File: config.mk
export PLATFORM = sky130hd
export DESIGN_NAME = can_accept_filter
export DESIGN_NICKNAME = d
export VERILOG_FILES = /design/src/rtl/can_accept_filter.sv
export SDC_FILE = /design/constraint.sdc
export NUM_CORES = 1
export LEC_CHECK = 0
export BUFFER_PORTS_ARGS = -buffer_cell sky130_fd_sc_hd__buf_2
export CORE_AREA = 2 2 106 108
export DETAILED_ROUTE_END_ITERATION = 7
export DIE_AREA = 0 0 108 110
export RECOVER_POWER = 50
export SKIP_LAST_GASP = 1
export SLEW_MARGIN = 30
export SYNTH_ARGS = -nofsm -noshare
export SYNTH_HDL_FRONTEND = slang
export SYNTH_SLANG_ARGS = --single-unit
File: constraint.sdc
create_clock -name clk_i -period 1.1 [get_ports clk_i]
set_clock_uncertainty 0.15 [all_clocks]
set_input_delay 0.165 -clock clk_i [delete_from_list [all_inputs] [get_ports clk_i]]
set_output_delay 0.165 -clock clk_i [all_outputs]
set_load 0.05 [all_outputs]
File: src/rtl/can_accept_filter.sv
module can_accept_filter #(
  parameter int ID_W     = 29,
  parameter int STD_W    = 11,
  parameter int NUM_FILT = 6,
  parameter int BUF0_CNT = 2,
  localparam int IDX_W   = $clog2(NUM_FILT)
) (
  input  logic                           clk_i,
  input  logic                           rst_ni,
  input  logic                           frame_vld_i,
  input  logic [ID_W-1:0]                frame_id_i,
  input  logic                           frame_ext_i,
  input  logic [NUM_FILT-1:0][ID_W-1:0]  flt_id_i,
  input  logic [NUM_FILT-1:0]            flt_ext_i,
  input  logic [ID_W-1:0]                mask0_i,
  input  logic [ID_W-1:0]                mask1_i,
  output logic                           accept_o,
  output logic                           buf_sel_o,
  output logic [IDX_W-1:0]               hit_idx_o
);

  localparam logic [ID_W-1:0] STD_SPAN = ID_W'((64'd1 << STD_W) - 64'd1);

  logic [ID_W-1:0]     span;
  logic [NUM_FILT-1:0] hit;
  logic [IDX_W-1:0]    win;

  assign span = frame_ext_i ? '1 : STD_SPAN;

  for (genvar g = 0; g < NUM_FILT; g++) begin : g_flt
    logic [ID_W-1:0] msk;
    assign msk    = (g < BUF0_CNT) ? mask0_i : mask1_i;
    assign hit[g] = (flt_ext_i[g] == frame_ext_i) &&
                    (((frame_id_i ^ flt_id_i[g]) & msk & span) == '0);
  end

  always_comb begin
    win = '0;
    for (int i = NUM_FILT - 1; i >= 0; i--)
      if (hit[i]) win = IDX_W'(i);
  end

  always_ff @(posedge clk_i or negedge rst_ni) begin
    if (!rst_ni) begin
      accept_o  <= 1'b0;
      buf_sel_o <= 1'b0;
      hit_idx_o <= '0;
    end else if (frame_vld_i) begin
      accept_o  <= |hit;
      buf_sel_o <= (|hit) && (32'(win) >= BUF0_CNT);
      hit_idx_o <= (|hit) ? win : '0;
    end
  end

  p_hold_r8: assert property (@(posedge clk_i) disable iff (!rst_ni)
    !frame_vld_i |=> $stable({accept_o, buf_sel_o, hit_idx_o}));

  p_idx_range_r1: assert property (@(posedge clk_i) disable iff (!rst_ni)
    accept_o |-> (32'(hit_idx_o) < NUM_FILT));

  p_buf_map_r1: assert property (@(posedge clk_i) disable iff (!rst_ni)
    accept_o |-> (buf_sel_o == (32'(hit_idx_o) >= BUF0_CNT)));

  p_fmt_gate_r4: assert property (@(posedge clk_i) disable iff (!rst_ni)
    frame_vld_i |=> (!accept_o || (flt_ext_i[hit_idx_o] == $past(frame_ext_i))));

  p_reject_clear_r7: assert property (@(posedge clk_i) disable iff (!rst_ni)
    !accept_o |-> (!buf_sel_o && hit_idx_o == '0));

endmodule

==> summary.log <==
qor: die.dieHeight 110 um
qor: placement.place.detailed.hpwl 12,900 um
qor: detailed_routing.detailedRoute.firstPassIterationCount 4
qor: synth.synth_flop_cell sky130_fd_sc_hd__dfrtp_1
qor: outcome.outcome finished with violations
qor: synth.synth_seq_area_share 4.36%
qor: synth.synthDominantAreaCellType sky130_fd_sc_hd__xor2_1
qor: global_route.globalRouteTotalUtil 22.7%
qor: outcome.failed_checks setup timing
qor: critical_path.worst-endpoint-required 1.08 ns
qor: finish.fillers 1,101
qor: die.fp.coreArea 10,700 um2
qor: synth.synth-adder-area-share 0%
qor: synth.async_set_or_reset_flop_fraction_in_the_synthesized_netlist 100%
qor: die.overall_die_width 108 um
qor: clocking.cts_bufs_inserted 3
qor: global_route.grt_antenna_before_repair 0
qor: sta.fin_crit_sh 173%
qor: global_route.grt_overflow 0
qor: sta.max_freq 524 MHz
qor: detailed_routing.detailroute.via_count 3,906
qor: clocking.tritoncts_num_sinks 5
qor: die.ioPinCount 276
qor: finish.number_of_nets_in_the_layout 940
qor: clocking.htree_num_levels 1
qor: synth.yosys_top_cell_area_share 53.1%
qor: synth.largest_family_of_logic_cells_by_synthesized_area XOR/XNOR gates
qor: detailed_routing.route.antenna.remaining_nets 0
qor: synth.syn_area 2870 um2
qor: detailed_routing.vias_per_cell 4.83
qor: synth.synth_enable_flop_cells 0
qor: global_route.pin_count_of_the_biggest_net_entering_global_routing 9
qor: sta.slew-limit-headroom 71.6%
qor: run.maximum_capacitance_violations 0
qor: pwr.vdd_drop_max 0.246 mV
qor: clocking.clock_path_buffers 2
qor: placement.detailedPlace.worstSlack -1.20 ns
qor: placement.placement.io_buffers 275
qor: critical_path.startpoint_class_of_the_critical_path primary input
qor: synth.synth_nets 631
qor: finish.diodes 0
qor: sta.setup_viol 7
qor: die.initial_core_util 26.8%
qor: global_route.first_global_vias 4,072
qor: sta.fin_setup_tns -3.99 ns
qor: global_route.global_route_wire_length_before_repair 20,500 um
qor: synth.synth_seq_cells 5
qor: synth.synth.distinct_cells 31
qor: finish.fraction_of_layout_cells_with_a_size_suffix_above_1 53.0%
qor: synth.synth-compound-area-share 27.5%
qor: sta.worst_slew_pin_slew 0.426 ns
qor: synth.synth_area_per_cell 7.97 um2
qor: detailed_routing.first_iter_violations 231
qor: sta.grt_setup_unrepaired yes
qor: die.rows 38
qor: sta.final.min_clock_period 1.91 ns
qor: finish.instances_no_fill 808
qor: synth.synth_xor_area_share 53.1%
qor: critical_path.timing.critical_path.to_type flop
qor: hold_path.worstHoldPathType primary input to flop
qor: placement.globalplace.congestion 0.856
qor: detailed_routing.count_of_unresolved_drc_violations_after_routing 0
qor: clocking.clk_root_buffer_cell sky130_fd_sc_hd__clkbuf_8
qor: pwr.p_leak 2.65 nW
qor: sta.fin_worst_hold_slack 0.119 ns
qor: clocking.clk-insertion-delay-late 0.23 ns
qor: finish.ff_latch_area 125 um2
qor: sta.timing_max_transition_violations_final 0
qor: clocking.tritoncts built
qor: detailed_routing.wirelength 14,400 um
qor: synth.synthTopCellsByArea sky130_fd_sc_hd__xor2_1, sky130_fd_sc_hd__a22oi_1, sky130_fd_sc_hd__a221oi_1, sky130_fd_sc_hd__dfrtp_1, sky130_fd_sc_hd__nand4_1
qor: pwr.power_density 530 nW/um2
qor: synth.synth.yosys.warnings 0
qor: synth.synthesis.instances 360
qor: critical_path.max_fo_critical_path 5
qor: finish.footprint_of_the_multi_input_gates 2610 um2
qor: clocking.cts.reportedPaths.clkPinSlew 0.04 ns
qor: detailed_routing.post_dr_wirelength_cell 17.8 um
qor: critical_path.critical_path_class primary input to flop
qor: sta.setup_slack -0.807 ns
qor: synth.yosys.area_share.simple 7.72%
qor: pwr.post-layout-total-power 2.63 mW
qor: placement.place_inst 799
qor: critical_path.crit_arrival 1.88 ns
qor: finish.syn2layout_area_growth 73.0%
qor: die.floorplan.die_area 11,900 um2
qor: sta.finalHoldViolations 0
qor: synth.synth_mux_area_share 0%
## where the power goes
group,switching [mW],internal (mW),total (mW),leakage (nW)
clock,0.116,0.251,0.367,0.0228
sequential,0.0121,0.198,0.211,0.0675
combinational,1.00,1.05,2.05,2.56
total,1.13,1.50,2.63,2.65
## state kept, by name, indices dropped and copies added, names as in the netlist
signal / count
hit_idx_o: 3
accept_o: 1
buf_sel_o: 1
## critical path: stages
cell and delay [ns]:
sky130_fd_sc_hd__buf_2 0.15, sky130_fd_sc_hd__buf_4 0.16, sky130_fd_sc_hd__xor2_1 0.14, sky130_fd_sc_hd__a22oi_1 0.17
sky130_fd_sc_hd__nand4_1 0.16, sky130_fd_sc_hd__o31ai_2 0.24, sky130_fd_sc_hd__buf_4 0.15, sky130_fd_sc_hd__nand4_1 0.17
sky130_fd_sc_hd__nand2_2 0.16, sky130_fd_sc_hd__nor4b_2 0.06, sky130_fd_sc_hd__a21o_1 0.15
## what timing repair did
item / CTS / global route
hold buffers: 1 / 0
pin swaps: 18 / 19
resized for setup: 27 / 21
endpoints found under the hold margin: 5 / 0
endpoints found under the setup margin: 10 / 10
setup buffers: 3 / 1
## layout by cell type, fill, tap and decap left out, types with 2 or more instances in the layout
cell	count
sky130_fd_sc_hd__o31ai_2	3
sky130_fd_sc_hd__clkbuf_1	2
sky130_fd_sc_hd__buf_2	259
sky130_fd_sc_hd__a22oi_2	5
sky130_fd_sc_hd__nand2_2	3
sky130_fd_sc_hd__o21ai_0	5
sky130_fd_sc_hd__buf_4	56
sky130_fd_sc_hd__buf_8	2
sky130_fd_sc_hd__buf_6	11
sky130_fd_sc_hd__xor2_2	3
sky130_fd_sc_hd__a21oi_1	6
sky130_fd_sc_hd__dfrtp_1	5
sky130_fd_sc_hd__inv_1	12
sky130_fd_sc_hd__nand4_1	17
sky130_fd_sc_hd__a22oi_1	40
sky130_fd_sc_hd__buf_12	4
sky130_fd_sc_hd__xor2_1	171
sky130_fd_sc_hd__a22o_1	11
sky130_fd_sc_hd__nand2_1	8
sky130_fd_sc_hd__clkbuf_8	3
sky130_fd_sc_hd__a221oi_1	15
sky130_fd_sc_hd__a21o_1	3
sky130_fd_sc_hd__o31ai_1	2
sky130_fd_sc_hd__a222oi_1	6
## path summary, 6_finish.rpt
path | start | endpoint | slack (ns) | depth (start not counted)
setup / recovery | frame_id_i[13] | hit_idx_o[2] | -0.81 | 11
hold / removal | frame_vld_i | accept_o | 0.12 | 3
min in group asynchronous | rst_ni | hit_idx_o[2] | 0.20 | 2
hold reg to reg | hit_idx_o[1] | hit_idx_o[1] | 0.36 | 1
max in group asynchronous | rst_ni | hit_idx_o[1] | 0.35 | 2
setup reg to reg | accept_o | accept_o | 0.16 | 3
## cells by family (layout without fill, tap and decap cells)
| kind of cell | after synthesis | in the layout |
|---|---|---|
| AOI/OAI and AO/OA | 102 | 102 |
| xor gates and xnor gates | 174 | 174 |
| buffers and inverters | 42 | 350 |
| DFF | 5 | 5 |
| and+or+nand+nor | 37 | 37 |
## layout make-up
cell class	count	share of cell area, %
well taps	140	3.53
inverters	12	0.907
clock buffers	4	0.907
flip-flops and latches	5	2.52
repair buffers	334	39.6
multi-input cells	313	52.6
## per-layer routing
layer | wire length, um | global-route usage, % | up-vias
li1 | - | - | 1914
met1 | 5230 | 24.3 | 1770
met2 | 7830 | 46.9 | 208
met3 | 1150 | 2.53 | 14
met4 | 174 | 4.95 | 0
met5 | 0 | 0 | -
## synthesized netlist by cell type (3+ instances only)
cell type                  instances
sky130_fd_sc_hd__a221oi_1         15
sky130_fd_sc_hd__a222oi_1          6
sky130_fd_sc_hd__o31ai_1           5
sky130_fd_sc_hd__buf_2            15
sky130_fd_sc_hd__nand4_1          17
sky130_fd_sc_hd__a21oi_1           7
sky130_fd_sc_hd__nand2_1          10
sky130_fd_sc_hd__buf_6             4
sky130_fd_sc_hd__dfrtp_1           5
sky130_fd_sc_hd__a22oi_1          45
sky130_fd_sc_hd__xor2_1          174
sky130_fd_sc_hd__a21o_1            3
sky130_fd_sc_hd__inv_1            12
sky130_fd_sc_hd__o21ai_0           6
sky130_fd_sc_hd__a22o_1           11
sky130_fd_sc_hd__clkbuf_1         10
## metrics by stage
step                      utilization, %  instance area, um2
final                               46.4                4970
after global routing                46.4                4970
after CTS                           45.7                4890
after detailed placement            44.1                4720
after global placement              44.1                4720
after floorplan                        -                2940
(Power assumes the default switching activity.)
